===== src/rtl/rowseq_pkg.sv =====
package rowseq_pkg;

    typedef enum logic [2:0] {
        PH_IDLE  = 3'd0,
        PH_SETUP = 3'd1,
        PH_SMPA  = 3'd2,
        PH_CLEAR = 3'd3,
        PH_SMPB  = 3'd4
    } phase_e;

    // Order of phases inside one row (smp_b handled by the row logic)
    function automatic phase_e phase_after(phase_e p);
        case (p)
            PH_SETUP: return PH_SMPA;
            PH_SMPA:  return PH_CLEAR;
            PH_CLEAR: return PH_SMPB;
            default:  return PH_SETUP;
        endcase
    endfunction

    function automatic logic is_sampling(phase_e p);
        return (p == PH_SMPA) || (p == PH_SMPB);
    endfunction

endpackage


===== src/rtl/rowseq_timer.sv =====
module rowseq_timer #(
    parameter int LEN_W = 4
) (
    input  logic             clk,
    input  logic             rst,
    input  logic             active,
    input  logic [LEN_W-1:0] len,
    output logic             expire
);
    logic [LEN_W-1:0] cnt;
    logic [LEN_W-1:0] eff_len;

    assign eff_len = (len == '0) ? LEN_W'(1) : len;
    assign expire  = active && (cnt == eff_len - 1'b1);

    always_ff @(posedge clk) begin
        if (rst || !active || expire)
            cnt <= '0;
        else
            cnt <= cnt + 1'b1;
    end


    cnt_bound_chk: assert property (@(posedge clk) disable iff (rst)
        active |-> (cnt < eff_len));

endmodule


===== src/rtl/rowseq_fsm.sv =====
module rowseq_fsm
    import rowseq_pkg::*;
#(
    parameter int ROWS  = 64,
    parameter int LEN_W = 4,
    parameter int RW    = $clog2(ROWS)
) (
    input  logic             clk,
    input  logic             rst,
    input  logic             run,
    input  logic             pwr_down,
    input  logic [RW-1:0]    start_row,
    input  logic [LEN_W-1:0] cfg_setup,
    input  logic [LEN_W-1:0] cfg_sample,
    input  logic [LEN_W-1:0] cfg_clear,
    input  logic             expire,
    output phase_e           phase,
    output logic [RW-1:0]    row,
    output logic [LEN_W-1:0] cur_len,
    output logic             frame_done
);
    localparam logic [RW-1:0] LAST = RW'(ROWS - 1);

    typedef struct packed {
        logic [RW-1:0]    base;
        logic [LEN_W-1:0] setup;
        logic [LEN_W-1:0] sample;
        logic [LEN_W-1:0] clear;
    } scan_cfg_t;

    scan_cfg_t cfg_q;

    always_comb begin
        case (phase)
            PH_SETUP:          cur_len = cfg_q.setup;
            PH_SMPA, PH_SMPB:  cur_len = cfg_q.sample;
            PH_CLEAR:          cur_len = cfg_q.clear;
            default:           cur_len = '0;
        endcase
    end

    always_ff @(posedge clk) begin
        if (rst) begin
            phase      <= PH_IDLE;
            row        <= '0;
            cfg_q      <= '0;
            frame_done <= 1'b0;
        end else begin
            frame_done <= 1'b0;
            if (pwr_down) begin
                phase <= PH_IDLE;
            end else begin
                case (phase)
                    PH_IDLE: begin
                        if (run) begin
                            phase        <= PH_SETUP;
                            row          <= start_row;
                            cfg_q.base   <= start_row;
                            cfg_q.setup  <= cfg_setup;
                            cfg_q.sample <= cfg_sample;
                            cfg_q.clear  <= cfg_clear;
                        end
                    end
                    PH_SMPB: begin
                        if (expire) begin
                            frame_done <= (row == LAST);
                            if (!run) begin
                                phase <= PH_IDLE;
                            end else begin
                                phase <= PH_SETUP;
                                row   <= (row == LAST) ? cfg_q.base : row + 1'b1;
                            end
                        end
                    end
                    default: begin
                        if (expire) phase <= phase_after(phase);
                    end
                endcase
            end
        end
    end


    row_step_chk: assert property (@(posedge clk) disable iff (rst)
        (phase == PH_SMPB && expire && run && !pwr_down && row != LAST)
        |=> (row == $past(row) + 1'b1));


    frame_wrap_chk: assert property (@(posedge clk) disable iff (rst)
        (frame_done && phase != PH_IDLE) |-> (phase == PH_SETUP && row == cfg_q.base));


    idle_hold_chk: assert property (@(posedge clk) disable iff (rst)
        (phase == PH_IDLE && !run) |=> (phase == PH_IDLE));


    pwr_stop_chk: assert property (@(posedge clk) disable iff (rst)
        pwr_down |=> (phase == PH_IDLE && !frame_done));


    cfg_hold_chk: assert property (@(posedge clk) disable iff (rst)
        (phase != PH_IDLE && $past(phase) != PH_IDLE) |-> $stable(cfg_q));

endmodule


===== src/rtl/rowseq_lines.sv =====
module rowseq_lines
    import rowseq_pkg::*;
#(
    parameter int ROWS = 64,
    parameter int RW   = $clog2(ROWS)
) (
    input  logic            clk,
    input  logic            rst,
    input  phase_e          phase,
    input  logic [RW-1:0]   row,
    output logic [ROWS-1:0] gate,
    output logic [ROWS-1:0] clr,
    output logic            smp_a,
    output logic            smp_b
);
    logic busy;
    assign busy  = (phase != PH_IDLE);
    assign smp_a = (phase == PH_SMPA);
    assign smp_b = (phase == PH_SMPB);

    for (genvar i = 0; i < ROWS; i++) begin : g_line
        logic hit;
        assign hit     = (row == RW'(i));
        assign gate[i] = busy && hit;
        assign clr[i]  = (phase == PH_CLEAR) && hit;
    end


    gate_single_chk: assert property (@(posedge clk) disable iff (rst)
        $onehot0(gate));


    clr_single_chk: assert property (@(posedge clk) disable iff (rst)
        $onehot0(clr));


    clr_vs_smp_chk: assert property (@(posedge clk) disable iff (rst)
        (|clr) |-> (!smp_a && !smp_b && clr == gate));


    smp_gate_chk: assert property (@(posedge clk) disable iff (rst)
        (smp_a || smp_b) |-> ($countones(gate) == 1));

endmodule


===== src/rtl/rowseq_ctrl.sv =====
module rowseq_ctrl
    import rowseq_pkg::*;
#(
    parameter int  ROWS  = 64,
    parameter int  LEN_W = 4,
    localparam int RW    = $clog2(ROWS)
) (
    input  logic             clk,
    input  logic             rst,
    input  logic             run,
    input  logic             pwr_down,
    input  logic [RW-1:0]    start_row,
    input  logic [LEN_W-1:0] cfg_setup,
    input  logic [LEN_W-1:0] cfg_sample,
    input  logic [LEN_W-1:0] cfg_clear,
    output logic [ROWS-1:0]  gate,
    output logic [ROWS-1:0]  clr,
    output logic             smp_a,
    output logic             smp_b,
    output logic             frame_done
);
    phase_e           phase;
    logic [RW-1:0]    row;
    logic [LEN_W-1:0] cur_len;
    logic             expire;

    rowseq_fsm #(.ROWS(ROWS), .LEN_W(LEN_W), .RW(RW)) u_fsm (
        .clk(clk), .rst(rst), .run(run), .pwr_down(pwr_down),
        .start_row(start_row), .cfg_setup(cfg_setup),
        .cfg_sample(cfg_sample), .cfg_clear(cfg_clear),
        .expire(expire), .phase(phase), .row(row),
        .cur_len(cur_len), .frame_done(frame_done)
    );

    rowseq_timer #(.LEN_W(LEN_W)) u_timer (
        .clk(clk), .rst(rst), .active(phase != PH_IDLE),
        .len(cur_len), .expire(expire)
    );

    rowseq_lines #(.ROWS(ROWS), .RW(RW)) u_lines (
        .clk(clk), .rst(rst), .phase(phase), .row(row),
        .gate(gate), .clr(clr), .smp_a(smp_a), .smp_b(smp_b)
    );

endmodule


===== config.mk =====
export PLATFORM = sky130hd
export DESIGN_NAME = rowseq_ctrl
export DESIGN_NICKNAME = d
export VERILOG_FILES = /design/src/rtl/rowseq_pkg.sv /design/src/rtl/rowseq_timer.sv /design/src/rtl/rowseq_fsm.sv /design/src/rtl/rowseq_lines.sv /design/src/rtl/rowseq_ctrl.sv
export SDC_FILE = /design/constraint.sdc
export NUM_CORES = 1
export LEC_CHECK = 0
export CORE_MARGIN = 3
export CORE_UTILIZATION = 38
export CTS_CLUSTER_SIZE = 14
export DETAILED_ROUTE_END_ITERATION = 8
export PLACE_DENSITY = 0.81
export SYNTH_ARGS = -nofsm -noshare
export SYNTH_HDL_FRONTEND = slang
export SYNTH_SLANG_ARGS = --single-unit

===== constraint.sdc =====
create_clock -name clk -period 3.4 [get_ports clk]
set_input_delay 0.68 -clock clk [delete_from_list [all_inputs] [get_ports clk]]
set_output_delay 0.68 -clock clk [all_outputs]
set_load 0.05 [all_outputs]

# Yosys cells after proc, flatten, opt, wreduce, memory -nomap -nowiden
# Index checks and enable logic that the tools add are counted.
[op_classes]
add_sub_neg = 3
eq_ne = 71
muxes = 13
bitwise = 3
reduce_logical = 144
[op_table]
columns = ["op", "n"]
rows = [
  ["== test 6 bit, second input constant", 32],
  ["logical AND 1 bit", 129],
  ["== test 6 x 5 -> 1 bit, second input constant", 16],
  ["== test 6 x 4 -> 1 bit, second input constant", 8],
  ["== test 6 x 3 -> 1 bit, second input constant", 4],
  ["2-to-1 mux 6 bit", 4],
  ["== test 6 x 2 -> 1 bit, second input constant", 2],
  ["case mux 4 bit (3 select lines)", 1],
  ["case mux 6 bit (2 select lines)", 1],
  ["2-to-1 mux 3 bit", 3],
  ["case mux 3 bit (3 select lines)", 1],
  ["adder 6 x 1 -> 6 bit, second input constant", 1],
  ["== test 3 x 2 -> 1 bit, second input constant", 2],
  ["== test 6 x 1 -> 1 bit, second input constant", 1],
  ["zero test 6 bit", 1],
  ["case mux 3 bit (2 select lines)", 1],
  ["AND reduction 3 bit", 2],
  ["AND reduction 5 bit", 1],
  ["adder 4 x 1 -> 4 bit, second input constant", 1],
  ["== test 4 bit", 1],
  ["zero test 4 bit", 1],
  ["2-to-1 mux 4 bit", 1],
  ["!= test 2 bit, second input constant", 2],
  ["nonzero test 2 bit", 2],
  ["other kinds (12)", 16],
]
[totals]
reg_bits = 32
in_bits = 22
out_inout_bits = 131
word_cells = 242

# Longest topological paths before layout
[logic_depth]
depth_word = 10
ltp_mapped = 12
ltp_nobuf = 10

# By module
# From an unflattened synthesis, not the netlist that was laid out.
[unflattened]
hier_cells = 404
area_unflattened_um2 = 2796.4
[modules_own_cells]
columns = ["mod", "n_inst", "cells_each", "area_each_um2", "seq_area_each_um2"]
rows = [
  ["rowseq_fsm", 1, 176, 1413.9, 560.5],
  ["rowseq_lines", 1, 192, 1087.3, 0.0],
  ["rowseq_timer", 1, 35, 289.0, 80.1],
  ["rowseq_ctrl", 1, 1, 6.3, 0.0],
]

# Worst setup path before layout
# Ideal clock, no wire load.
[synth_path]
path_kind = "register -> output"
startpoint = "register u_fsm.row[1]"
endpoint = "output clr[63]"
arrival_ns = 2.194
required_ns = 2.720
slack_ns = 0.526
path_stages_with_launch = 5
n_path_buf = 0
path_cell_list = "dfxtp_1 > ha_1 > and3_1 > nand3_1 > nor3_1"
[synth_between]
elab_chain_len = 2
[synth_lines]
columns = ["element", "line_no", "rtl"]
rows = [
  ["start: declaration", "rowseq_fsm.sv:18", "output logic [RW-1:0] row,"],
  ["start signal: assignment", "rowseq_fsm.sv:57", "row <= start_row;"],
  ["start signal: assignment", "rowseq_fsm.sv:71", "row <= (row == LAST) ? cfg_q.base : row + 1'b1;"],
  ["== test 6 bit", "rowseq_lines.sv:23", "assign hit = (row == RW'(i));"],
  ["logical AND 1 bit", "rowseq_lines.sv:25", "assign clr[i] = (phase == PH_CLEAR) && hit;"],
  ["end: declaration", "rowseq_ctrl.sv:17", "output logic [ROWS-1:0] clr,"],
]
# Every way passes these cells.

# Worst setup path after layout
[layout_path]
startpoint = "register u_fsm.row[1]"
endpoint = "output gate[63]"
[layout_between]
elab_chain_len = 2
[layout_lines]
columns = ["element", "line_no", "rtl"]
rows = [
  ["== test 6 bit", "rowseq_lines.sv:23", ""],
  ["logical AND 1 bit", "rowseq_lines.sv:24", "assign gate[i] = busy && hit;"],
  ["end: declaration", "rowseq_ctrl.sv:16", "output logic [ROWS-1:0] gate,"],
]
# Every way passes these cells.

==> reports/results.ini <==
[global_routing]
grt_pass1_wl_mm = 14.9
grt_pass1_vias = 2932
antenna_found_initial = 0
grt_max_degree = 22
overflow = 0
grt_use_total_pct = 24.2

[clock_network]
cts_resized = 0
postCtsSetupRepairBufs = 0
clock-sinks = 32
hold_buffers = 0
insertion_delay_ps = 290
cts_root_buf = clkbuf_8
cts_tree = built
cts-htree-levels = 2
cts_buffers = 5
cts.path.max_buffers = 2
clk_pin_slew_worst_paths_ps = 60

[route]
drc = 0
drt-initial-drc-count = 100
wl_per_cell_um = 15.9
viasPerCell = 5.28
drt-total-wl_mm = 9.92
ant_nets = 0
num_vias = 3292
first_pass_iters = 5

[finish]
syn_to_final_growth_pct = 57.1
diodes = 0
regArea_um2 = 641
stdcell_count = 623
drive_gt1_share_pct = 28.9
final_cell_mix = 141 x nor2_1, 129 x buf_4, 68 x nand2_1
layout_commonest_cell = nor2_1
fin_nets = 573
fill_cells = 598
multi_input_area_um2 = 1780

[placed_design]
dp_hpwl_mm = 7.77
gp_congestion = 0.849
io_buffers = 152
pre_cts_slack_ps = 291
placed_cells = 615

[floorplan]
coreArea_um2 = 6460
fp.dieH_um = 88.2
num_rows = 29
initial_core_util_pct = 39.8
num_io_pins = 153
die-area_um2 = 7780
die_w_um = 88.2

[critical_path]
path_class = reg -> out
cp-start-kind = flop
crit-reg2reg-launch = u_fsm.phase[1]$_SDFFE_PP0P_
path_cells = ha_1 -> and3_1 -> nand3_1 -> nor2_1 -> clkdlybuf4s50_1
critPathMaxStageDelay_ps = 810
cpLargestDelayFamily = buffers and inverters
cp.buffers_inverters = 1
crit_slowest_cell = clkdlybuf4s50_1
worstPathRequired_ps = 2720
cp.arrival_ps = 2480
crit_path_end_kind = output pin
crit_fanout = 7
startpoint = u_fsm.row[1]$_SDFFE_PP0P_

[logic_synthesis]
syn_inst = 403
synth_warnings = 0
syn_nets = 431
synthDistinctLibCells = 50
syn-cell-area_um2 = 2570
ys_seq_area_share_pct = 25.0
async_flop_share_pct = 0
synthFlopType = dfxtp_1
ys_ff_latch = 32
synth_edf_count = 0
avgSynthCellArea_um2 = 6.37

[timing]
slew_viol_final = 0
worst_pin_slew_ps = 638
hold_viol = 0
finClkSkew_ps = 8.70
whs_ps = 456
clock.fmax_mhz = 316
finalCritPeriodShare_pct = 92.9
setup_viol = 0
finalSetupTns_ps = 0
relSlewSlack_pct = 57.4
setup_slack_ps = 240
period_needed_ps = 3160
rsz0062_at_grt = false

[min_path]
hold_class = reg -> reg
holdCritStartpoint = u_fsm.cfg_q[14]$_SDFFE_PP0P_

[power_and_ir_drop]
power.leakage_nw = 1.67
power_density_nw_per_um2 = 233
peakVddDrop_v = 0.000276
p_total_w = 0.000940

[status]
outcome = finished, final reports clean

[job]
drv_cap = 0

[path summary, 6_finish.rpt]
| kind | end | slack, ps | cells past startpoint |
|---|---|---|---|
| worst min register to register | u_fsm.cfg_q[14]$_SDFFE_PP0P_ | 460 | 2 |
| worst max register to register | u_fsm.phase[2]$_SDFFE_PP0P_ | 250 | 11 |
| worst min-delay path | u_fsm.cfg_q[14]$_SDFFE_PP0P_ | 460 | 2 |
| worst max-delay path | gate[63] | 240 | 5 |
[worst reg2reg max path: cells and delay by family (launching register included)]
kind	cells	cell delay, ps
flops	1	610
simple gates	1	140
fa+ha+maj	1	300
xor+xnor	1	190
mux	2	600
compound gates	5	1080
buf+inv	1	150
[sequential cells by signal, summed over array words and instances, names as in the netlist]
| name | flops |
|---|---|
| u_fsm.row | 6 |
| u_timer.cnt | 4 |
| u_fsm.cfg_q | 18 |
| u_fsm.phase | 3 |
| u_fsm.frame_done | 1 |
[synth_stat cells (2+ instances only)]
cell type / n / area, um^2
ha_1: 6 / 75.1
o221ai_2: 3 / 45.0
a211oi_1: 4 / 30.0
nand4bb_1: 4 / 45.0
nor2_1: 141 / 529
xnor2_1: 3 / 26.3
buf_4: 3 / 22.5
o311ai_1: 3 / 26.3
o211a_1: 2 / 20.0
o21ai_0: 8 / 40.0
dfxtp_1: 32 / 641
a311oi_1: 3 / 26.3
xor2_1: 4 / 35.0
a2111oi_2: 2 / 30.0
a21oi_1: 19 / 95.1
mux2i_1: 9 / 90.1
inv_1: 9 / 33.8
nand3_1: 12 / 60.1
nand3b_1: 2 / 15.0
nor4_1: 8 / 50.1
a31oi_1: 3 / 18.8
clkbuf_1: 20 / 75.1
nor3_1: 4 / 20.0
buf_2: 3 / 15.0
nor2b_1: 4 / 25.0
nand2_1: 68 / 255
[layout make-up]
class                      instances  area share (%)
timing repair buffer             162            34.2
clock inverter                     2           0.868
clock buffer                       6            1.80
tap                               77            2.39
sequential                        32            15.9
multi-input combinational        335            44.0
inverter                           9           0.837
[metal layers]
layer | vias up | routed length, um | share of wire, % | GRT usage (%)
li1 | 1637 | - | - | -
met1 | 1489 | 3830 | 39 | 27.5
met2 | 149 | 5080 | 51 | 45.4
met3 | 17 | 758 | 7.6 | 3.57
met4 | 0 | 259 | 2.6 | 8.52
met5 | - | 0 | 0 | 0
[per-stage QoR]
stage | utilization [%] | area, um^2
after floorplan | - | 2570
after global placement | 60.8 | 3930
after detailed placement | 60.8 | 3930
after CTS | 62.5 | 4030
after global routing | 62.5 | 4030
final | 62.5 | 4030
[cell families (layout without fill, tap and decap cells)]
logic type,after synthesis,count (layout),share of synthesized area (%)
buf+inv,36,179,5.85
fa+ha+maj,6,6,2.92
mux,10,10,3.95
simple gates,254,254,42.4
compound gates,58,58,17.5
xor+xnor,7,7,2.39
flops,32,32,25.0
[power by group]
| group | switching, W | internal [W] |
|---|---|---|
| clock network | 0.000141 | 0.000217 |
| logic | 0.000106 | 0.0000640 |
| registers | 0.0000200 | 0.000391 |
Note: power is estimated with default switching activity, not from simulation.
